==> config.mk <==
export PLATFORM = sky130hd
export DESIGN_NAME = ppb_decoder
export DESIGN_NICKNAME = d
export VERILOG_FILES = /design/src/rtl/ppb_pkg.sv /design/src/rtl/ppb_region_decode.sv /design/src/rtl/ppb_resp_mux.sv /design/src/rtl/ppb_decoder.sv
export SDC_FILE = /design/constraint.sdc
export NUM_CORES = 1
export LEC_CHECK = 0
export CAP_MARGIN = 15
export CORE_AREA = 2 2 199 201
export CTS_BUF_LIST = sky130_fd_sc_hd__clkbuf_8
export DETAILED_ROUTE_END_ITERATION = 8
export DIE_AREA = 0 0 201 203
export DONT_BUFFER_PORTS = 1
export PLACE_DENSITY_LB_ADDON = 0.25
export RECOVER_POWER = 100
export SKIP_LAST_GASP = 1
export SLEW_MARGIN = 10
export SYNTH_ARGS = -nofsm -noshare
export SYNTH_HDL_FRONTEND = slang
export SYNTH_SLANG_ARGS = --single-unit
==> constraint.sdc <==
create_clock -name clk -period 3.92 [get_ports clk]
set_input_delay 0 -clock clk [delete_from_list [all_inputs] [get_ports clk]]
set_output_delay 0 -clock clk [all_outputs]
set_load 0.05 [all_outputs]
==> src/rtl/ppb_pkg.sv <==
package ppb_pkg;

  typedef enum logic [2:0] {
    TGT_NONE   = 3'd0,
    TGT_SCS    = 3'd1,
    TGT_TMR_S  = 3'd2,
    TGT_TMR_NS = 3'd3,
    TGT_RAS    = 3'd4
  } ppb_tgt_e;

  localparam int N_PORTS    = 4;
  localparam int SCS_PAGE   = 'h0E;
  localparam int ALIAS_PAGE = 'h2E;
  localparam int RAS_PAGE   = 'h05;
  localparam int TMR_LO     = 'h010;
  localparam int TMR_END    = 'h0F0;

  // Strobe bit order: system-control, secure timer, non-secure timer, reliability.
  function automatic logic [N_PORTS-1:0] tgt_onehot(input ppb_tgt_e t);
    logic [N_PORTS-1:0] v;
    v = '0;
    case (t)
      TGT_SCS:    v[0] = 1'b1;
      TGT_TMR_S:  v[1] = 1'b1;
      TGT_TMR_NS: v[2] = 1'b1;
      TGT_RAS:    v[3] = 1'b1;
      default:    v = '0;
    endcase
    return v;
  endfunction

endpackage

==> src/rtl/ppb_region_decode.sv <==
module ppb_region_decode
  import ppb_pkg::*;
#(
  parameter int REGION_AW = 20,
  parameter int WIN_AW    = 12,
  parameter int V8_EN     = 1,
  parameter int SEC_EN    = 1,
  parameter int RAS_EN    = 1
) (
  input  logic [REGION_AW-1:0] off,
  input  logic                 secure,
  output ppb_tgt_e             tgt,
  output logic                 fwd_secure,
  output logic [WIN_AW-1:0]    fwd_addr
);
  localparam int PAGE_W = REGION_AW - WIN_AW;

  logic [PAGE_W-1:0] page;
  logic [WIN_AW-1:0] lo;
  logic              alias_hit, family_hit, timer_hit, eff_sec, banked;

  generate
    if (SEC_EN != 0) begin : g_banked
      assign banked = 1'b1;
    end else begin : g_single
      assign banked = 1'b0;
    end
  endgenerate

  always_comb begin
    page       = off[REGION_AW-1:WIN_AW];
    lo         = off[WIN_AW-1:0];
    alias_hit  = (V8_EN != 0) && (page == PAGE_W'(ALIAS_PAGE));
    family_hit = (page == PAGE_W'(SCS_PAGE)) || (alias_hit && secure);
    eff_sec    = alias_hit ? 1'b0 : secure;
    timer_hit  = (lo >= WIN_AW'(TMR_LO)) && (lo < WIN_AW'(TMR_END));
    tgt        = TGT_NONE;
    fwd_secure = eff_sec;
    fwd_addr   = lo;
    if (family_hit) begin
      if (timer_hit) begin
        tgt      = (banked && eff_sec) ? TGT_TMR_S : TGT_TMR_NS;
        fwd_addr = lo - WIN_AW'(TMR_LO);
      end else begin
        tgt = TGT_SCS;
      end
    end else if ((RAS_EN != 0) && (page == PAGE_W'(RAS_PAGE))) begin
      tgt = TGT_RAS;
    end
  end
endmodule

==> src/rtl/ppb_resp_mux.sv <==
module ppb_resp_mux
  import ppb_pkg::*;
#(
  parameter int DATA_W = 64
) (
  input  ppb_tgt_e            sel,
  input  logic [N_PORTS-1:0]  ack,
  input  logic [N_PORTS-1:0]  err,
  input  logic [DATA_W-1:0]   rdata [N_PORTS],
  output logic                hit,
  output logic [DATA_W-1:0]   rd,
  output logic                er
);
  logic [N_PORTS-1:0] oh;

  always_comb begin
    oh  = tgt_onehot(sel);
    hit = 1'b0;
    rd  = '0;
    er  = 1'b0;
    for (int i = 0; i < N_PORTS; i++) begin
      if (oh[i]) begin
        hit = ack[i];
        rd  = rdata[i];
        er  = err[i];
      end
    end
  end
endmodule

==> src/rtl/ppb_decoder.sv <==
module ppb_decoder
  import ppb_pkg::*;
#(
  parameter int REGION_AW = 20,
  parameter int WIN_AW    = 12,
  parameter int DATA_W    = 64,
  parameter int V8_EN     = 1,
  parameter int SEC_EN    = 1,
  parameter int RAS_EN    = 1
) (
  input  logic                 clk,
  input  logic                 rst,
  input  logic                 req_valid,
  output logic                 req_ready,
  input  logic [REGION_AW-1:0] req_off,
  input  logic                 req_write,
  input  logic [1:0]           req_size,
  input  logic [DATA_W-1:0]    req_wdata,
  input  logic                 req_priv,
  input  logic                 req_secure,
  output logic                 rsp_valid,
  output logic [DATA_W-1:0]    rsp_rdata,
  output logic                 rsp_err,
  output logic [WIN_AW-1:0]    fwd_addr,
  output logic                 fwd_write,
  output logic [1:0]           fwd_size,
  output logic [DATA_W-1:0]    fwd_wdata,
  output logic                 fwd_secure,
  output logic                 scs_req,
  input  logic                 scs_ack,
  input  logic [DATA_W-1:0]    scs_rdata,
  input  logic                 scs_err,
  output logic                 tmr_s_req,
  input  logic                 tmr_s_ack,
  input  logic [DATA_W-1:0]    tmr_s_rdata,
  input  logic                 tmr_s_err,
  output logic                 tmr_ns_req,
  input  logic                 tmr_ns_ack,
  input  logic [DATA_W-1:0]    tmr_ns_rdata,
  input  logic                 tmr_ns_err,
  output logic                 ras_req,
  input  logic                 ras_ack,
  input  logic [DATA_W-1:0]    ras_rdata,
  input  logic                 ras_err
);
  localparam int PAGE_W = REGION_AW - WIN_AW;

  ppb_tgt_e            dec_tgt, tgt_q;
  logic                dec_sec;
  logic [WIN_AW-1:0]   dec_addr;
  logic                wait_q, accept;
  logic [N_PORTS-1:0]  strb_q, ack_v, err_v;
  logic [DATA_W-1:0]   rd_arr [N_PORTS];
  logic                sel_ack, sel_err;
  logic [DATA_W-1:0]   sel_rd;

  ppb_region_decode #(
    .REGION_AW(REGION_AW), .WIN_AW(WIN_AW),
    .V8_EN(V8_EN), .SEC_EN(SEC_EN), .RAS_EN(RAS_EN)
  ) u_decode (
    .off(req_off), .secure(req_secure),
    .tgt(dec_tgt), .fwd_secure(dec_sec), .fwd_addr(dec_addr)
  );

  assign ack_v     = {ras_ack, tmr_ns_ack, tmr_s_ack, scs_ack};
  assign err_v     = {ras_err, tmr_ns_err, tmr_s_err, scs_err};
  assign rd_arr[0] = scs_rdata;
  assign rd_arr[1] = tmr_s_rdata;
  assign rd_arr[2] = tmr_ns_rdata;
  assign rd_arr[3] = ras_rdata;

  ppb_resp_mux #(.DATA_W(DATA_W)) u_mux (
    .sel(tgt_q), .ack(ack_v), .err(err_v), .rdata(rd_arr),
    .hit(sel_ack), .rd(sel_rd), .er(sel_err)
  );

  assign req_ready  = !wait_q;
  assign accept     = req_valid && !wait_q;
  assign scs_req    = strb_q[0];
  assign tmr_s_req  = strb_q[1];
  assign tmr_ns_req = strb_q[2];
  assign ras_req    = strb_q[3];

  always_ff @(posedge clk) begin
    if (rst) begin
      wait_q     <= 1'b0;
      strb_q     <= '0;
      tgt_q      <= TGT_NONE;
      rsp_valid  <= 1'b0;
      rsp_rdata  <= '0;
      rsp_err    <= 1'b0;
      fwd_addr   <= '0;
      fwd_write  <= 1'b0;
      fwd_size   <= '0;
      fwd_wdata  <= '0;
      fwd_secure <= 1'b0;
    end else begin
      rsp_valid <= 1'b0;
      strb_q    <= '0;
      if (accept) begin
        tgt_q <= dec_tgt;
        if (dec_tgt == TGT_NONE) begin
          rsp_valid <= 1'b1;
          rsp_rdata <= '0;
          rsp_err   <= !req_priv;
        end else begin
          wait_q     <= 1'b1;
          strb_q     <= tgt_onehot(dec_tgt);
          fwd_addr   <= dec_addr;
          fwd_write  <= req_write;
          fwd_size   <= req_size;
          fwd_wdata  <= req_wdata;
          fwd_secure <= dec_sec;
        end
      end else if (wait_q && sel_ack) begin
        wait_q    <= 1'b0;
        rsp_valid <= 1'b1;
        rsp_rdata <= sel_rd;
        rsp_err   <= sel_err;
      end
    end
  end

  assert_one_strobe_R7: assert property (@(posedge clk) disable iff (rst)
    $onehot0(strb_q));

  assert_strobe_follows_accept_R7: assert property (@(posedge clk) disable iff (rst)
    (|strb_q) |-> $past(req_valid && req_ready));

  assert_busy_while_strobing_R8: assert property (@(posedge clk) disable iff (rst)
    (|strb_q) |-> !req_ready);

  assert_ready_with_response_R8: assert property (@(posedge clk) disable iff (rst)
    rsp_valid |-> req_ready);

  assert_alias_clears_secure_R4: assert property (@(posedge clk) disable iff (rst)
    ((|strb_q) && $past((V8_EN != 0) && (req_off[REGION_AW-1:WIN_AW] == PAGE_W'(ALIAS_PAGE))))
      |-> !fwd_secure);

  assert_default_raz_or_fault_R5: assert property (@(posedge clk) disable iff (rst)
    (rsp_valid && $past(req_valid && req_ready && (dec_tgt == TGT_NONE)))
      |-> (rsp_rdata == '0 && rsp_err == !$past(req_priv)));

  generate
    if (SEC_EN == 0) begin : g_chk_single
      assert_no_secure_timer_R3: assert property (@(posedge clk) disable iff (rst)
        !tmr_s_req);
    end
  endgenerate
endmodule

=== Word-level counts from Yosys, hierarchy flattened ===
Cells that the tools add are included.

* Output and inout port bits: 151
* Flip-flop bits (word level): 154

* $add $sub $neg: 1
* Equal/unequal tests: 13
* Bitwise logic cells: 2
* Muxes and demuxes: 39
* $lt $le $gt $ge: 2
* Reduce and logical (&&, ||, !) cells: 13

{| class="wikitable"
|+ Operators with widths
! operator !! number
|-
| two-way mux 64 bit || 7
|-
| two-way mux 1 bit || 27
|-
| two-way mux 12 bit || 2
|-
| equality test 3 x 2 -> 1 bit (second input constant) || 4
|-
| greater-or-equal comparator 12 x 5 -> 1 bit (second input constant) || 1
|-
| less-than comparator 12 x 8 -> 1 bit (second input constant) || 1
|-
| subtractor 12 x 5 -> 12 bit (second input constant) || 1
|-
| two-way mux 3 bit || 3
|-
| equality test 8 x 3 -> 1 bit (second input constant) || 1
|-
| equality test 8 x 4 -> 1 bit (second input constant) || 1
|-
| equality test 8 x 6 -> 1 bit (second input constant) || 1
|-
| equality test 3 x 1 -> 1 bit (second input constant) || 2
|-
| equality test 3 bit (second input constant) || 2
|-
| AND reduction 2 bit || 3
|-
| logical AND 1 bit || 4
|-
| logical NOT 3 bit || 1
|-
| OR reduction 3 bit || 1
|-
| logical NOT 1 bit || 2
|-
| inequality test 2 x 1 -> 1 bit (second input constant) || 1
|-
| inequality test 2 bit (second input constant) || 1
|-
| inverter 1 bit || 2
|-
| nonzero test 2 bit || 1
|-
| logical OR 1 bit || 1
|}

=== Depth between registers and ports, before layout ===
* Depth in word-level cells: 9
* Mapped depth: 8
* Depth with buffers taken out: 7

=== Cells and area by module ===
Synthesis repeated with hierarchy kept, for this count alone.

* Cells, all modules: 1,055
* Area total of the unflattened synthesis: 9,406.5 um^2

{| class="wikitable"
|+ Modules (own cells, without submodules)
! module !! area an instance (um^2) !! cells an instance !! times used
|-
| ppb_decoder || 6,222.2 || 699 || 1
|-
| ppb_resp_mux || 2,882.8 || 316 || 1
|-
| ppb_region_decode || 301.5 || 40 || 1
|}

=== Worst setup path after synthesis ===
OpenSTA, ideal clock, no wires.

* Path kind: reg2reg
* Start: register tgt_q[1]
* End: register rsp_rdata[10]
* Required time: 3.784 ns
* Data arrival time: 1.947 ns
* Setup slack: 1.837 ns
* Setup time: 0.136 ns
* Stages on the path, launching flop included: 9
* Period minus slack after synthesis: 2.083 ns
* Cells stage by stage: dfxtp_1 -> clkbuf_1 -> mux2_2 -> nand3_1 -> a221oi_2 -> nand2b_1 -> clkbuf_1 -> clkbuf_1 -> o2bb2ai_2

* Longest elaborated chain between the ends: 9
* Elaborated cells on any way between the ends: 21

{| class="wikitable"
|+ Ends and longest elaborated chain
! what !! line !! source
|-
| from (decl) || ppb_decoder.sv:48 || <nowiki>ppb_tgt_e dec_tgt, tgt_q;</nowiki>
|-
| from (signal assigned) || ppb_decoder.sv:101 || <nowiki>tgt_q <= dec_tgt;</nowiki>
|-
| equality test 3 x 1 -> 1 bit || ppb_pkg.sv:22 || <nowiki>case (t)</nowiki>
|-
| two-way mux 1 bit || ppb_pkg.sv:22 ||
|-
| two-way mux 1 bit (4 in series) || ppb_resp_mux.sv:22 || <nowiki>if (oh[i]) begin</nowiki>
|-
| logical AND 1 bit || ppb_decoder.sv:115 || <nowiki>end else if (wait_q && sel_ack) begin</nowiki>
|-
| nonzero test 2 bit (no source line) || - ||
|-
| AND reduction 2 bit (no source line) || - ||
|-
| to (signal assigned) || ppb_decoder.sv:118 || <nowiki>rsp_rdata <= sel_rd;</nowiki>
|-
| to (decl) || ppb_decoder.sv:22 || <nowiki>output logic [DATA_W-1:0] rsp_rdata,</nowiki>
|}

Parallel ways exist; a longest one is shown, timed or not. The select of a mux whose other input is x is not followed.
A chain may end at the register's enable or synchronous reset.

=== Worst setup path in the final report ===
* Start: register tgt_q[2]
* End: register rsp_rdata[17]

The elaborated chain is that of the path after synthesis.

==> flow_summary.toml <==
[clocking]
cts-htree-levels = 4
hold_buffers = 243
numCtsBuffers = 17
clockRootBuffer = "clkbuf_8"
cts.path.max_buffers = 2
clk_latency_ns = 0.50
post_cts_buffers = 0
clock-sinks = 154
clk_pin_slew_ns = 0.10
cts_tree = "yes"
cts_resized = 0

[yosys]
syn_inst = 866
synthArstFlopShare = 0
yosys-top-cells-area = "dfxtp_1 40%, o2bb2ai_2 12%, mux2_2 9.8%"
netlist_area_mm2 = 0.00768
ys_ff_latch = 154
ys.flop_type = "dfxtp_1"
synth_warnings = 0
syn_nets = 1225
avgSynthCellArea_um2 = 8.87
synth-seq-area-share = 0.401
synth_top_area_cell = "dfxtp_1"
ys_types = 41
synth-edff-count = 0
synth_top_area_frac = 0.401

[setup_path]
rr_startpoint = "tgt_q[2]"
r2r_setup_slack_ns = 0.78
crit_fanout = 64
crit_path_end_kind = "flip-flop"
r2r_cells = 6
cpPeakStageDelay_ns = 0.90
path_cells = "nor3b_1 -> a31oi_1 -> a221oi_1 -> a211oi_4 -> buf_4 -> o2bb2ai_1"
critical_path.startpoint = "tgt_q[2]"
endpoint = "rsp_rdata[17]"
r2r-end = "rsp_rdata[17]"
required_ns = 4.30
critPathKind = "reg2reg"
critPathLaunchType = "flip-flop"
cp.arrival_ns = 3.52
critPathSlowestCell = "dfxtp_1"

[global_routing]
grt.total_usage = 0.156
grt_pass1_wl_mm = 47.9
antenna_found_initial = 9
grt_pass1_vias = 7691
grt_start_max_net_pins = 91
grt_overflow = 0

[route]
drt_iter0_markers = 385
vias_per_cell = 4.66
wl_mm = 33.4
vias = 7452
wire_per_inst_um = 20.9
dr.pass1.iters = 5
route.detailed.drc = 0
ant_nets = 0

[timing]
fmax_ghz = 0.318
hold_viol_final = 0
finalSetupViolCount = 0
min_period_over_period = 0.801
period_needed_ns = 3.14
layout_setup_ws_ns = 0.778
fin_skew_ns = 0.0115
rsz0062_at_grt = "false"
slew_headroom = 0.294
setup_tns_ns = 0
whs_ns = 0.111
report.final.slew_viol_count = 0
worstMarginPinSlew_ns = 1.05

[floorplan]
ios = 507
die_w_um = 201
coreArea_mm2 = 0.0385
die_y_um = 203
rows = 72
dieArea_mm2 = 0.0408
start_util = 0.200

[finish]
area_delta_synth_final_pct = 37.7
nNetsFinal = 1420
drive_gt1_frac = 0.120
layout.cells.non_filler = 1598
postLayoutCoreUtil = 0.275

[pwr]
vdd_drop_max_v = 0.000245
powerDensity_mw_per_mm2 = 289
p_leak_uw = 0.00333

[hold_path]
hp-class = "in2reg"
min-delay-start = "tmr_s_rdata[51]"

[placed_design]
dp.cells = 1317
place_ws_ns = 1.21
finalWeightedCongestion = 0.831
hpwl_mm = 22.9
numPortBuffers = 0

[job]
maxCapViolCount = 0

[outcome]
status = "completed"
[cell type report]
| class | instances | area, um^2 |
|---|---|---|
| Tap cell | 518 | 648 |
| Multi-Input combinational cell | 625 | 3880 |
| Fill cell | 4164 | 27900 |
| Sequential cell | 154 | 3090 |
| Clock inverter | 14 | 128 |
| Timing Repair Buffer | 256 | 2540 |
| Antenna cell | 6 | 15.0 |
| Inverter | 7 | 26.3 |
| Clock buffer | 18 | 248 |
[flip-flops by register name (all words and copies together), names as in the netlist]
| register | cells |
|---|---|
| fwd_secure | 1 |
| wait_q | 1 |
| fwd_wdata | 64 |
| fwd_write | 1 |
| strb_q | 4 |
| rsp_valid | 1 |
| fwd_addr | 12 |
| fwd_size | 2 |
| rsp_err | 1 |
| tgt_q | 3 |
| rsp_rdata | 64 |
[power by group]
| part | internal (uW) | switching, uW | total (uW) |
|---|---|---|---|
| clock network | 482 | 737 | 1220 |
| logic | 151 | 98.0 | 249 |
| registers | 1570 | 19.4 | 1590 |
| total | 2200 | 854 | 3050 |
[cells by family after synthesis]
group,Yosys count,synth area share
xor gates and xnor gates,3,0.00342
AOI/OAI and AO/OA,293,0.303
muxes,68,0.0995
buffers and inverters,87,0.0500
DFF,154,0.401
adders and majority gates,3,0.00489
and+or+nand+nor,258,0.137
[cells in the mapped netlist, types with 5 or more instances]
cell type	number
clkbuf_1	60
o2bb2ai_2	60
nand2_1	150
buf_2	10
a22oi_1	65
buf_6	6
nor2_1	82
nor4_1	5
a211oi_1	9
mux2_2	67
a21oi_1	144
dfxtp_1	154
inv_1	7
[how the worst min path moves through the flow]
stage / endpoint / cells after the start
after floorplan: strb_q[3] / 1
after global placement: fwd_size[0] / 1
after detailed placement: fwd_wdata[56] / 1
after CTS: strb_q[2] / 6
after global routing: rsp_valid / 4
final: rsp_rdata[51] / 4
[routing by layer]
layer	global-route usage	routed length [um]	vias to the layer above
met5	0	41	-
met4	0.0738	996	6
met3	0.0583	2920	44
met1	0.169	12800	3543
met2	0.271	16600	380
li1	-	-	3479
[critical path, delay by kind of cell, from the launching register on]
family          cells  cell delay [ns]
compound gates      4             1.19
flops               1             0.90
simple gates        1             0.47
buf+inv             1             0.41
[cells in the final DEF, fill, tap and decap left out, types with 4 or more instances in the layout]
cell type        n
a211oi_1         9
a21oi_1        144
a22oi_1         65
buf_4           12
clkbuf_8        18
dfxtp_1        152
diode_2          6
dlygate4sd3_1  242
inv_1            7
inv_6            4
inv_8            4
mux2_2          67
nand2_1        150
nor2_1          82
nor4_1           5
o2bb2ai_1       60
o2bb2ai_2        4
[metrics by stage]
step	total power, uW	area (um^2)
4_1_cts	3140	10900
5_1_grt	3200	10600
6_report	3050	10600
2_1_floorplan	1720	7680
3_3_place_gp	1720	8110
3_5_place_dp	1720	8110
(Power assumes the default switching activity.)
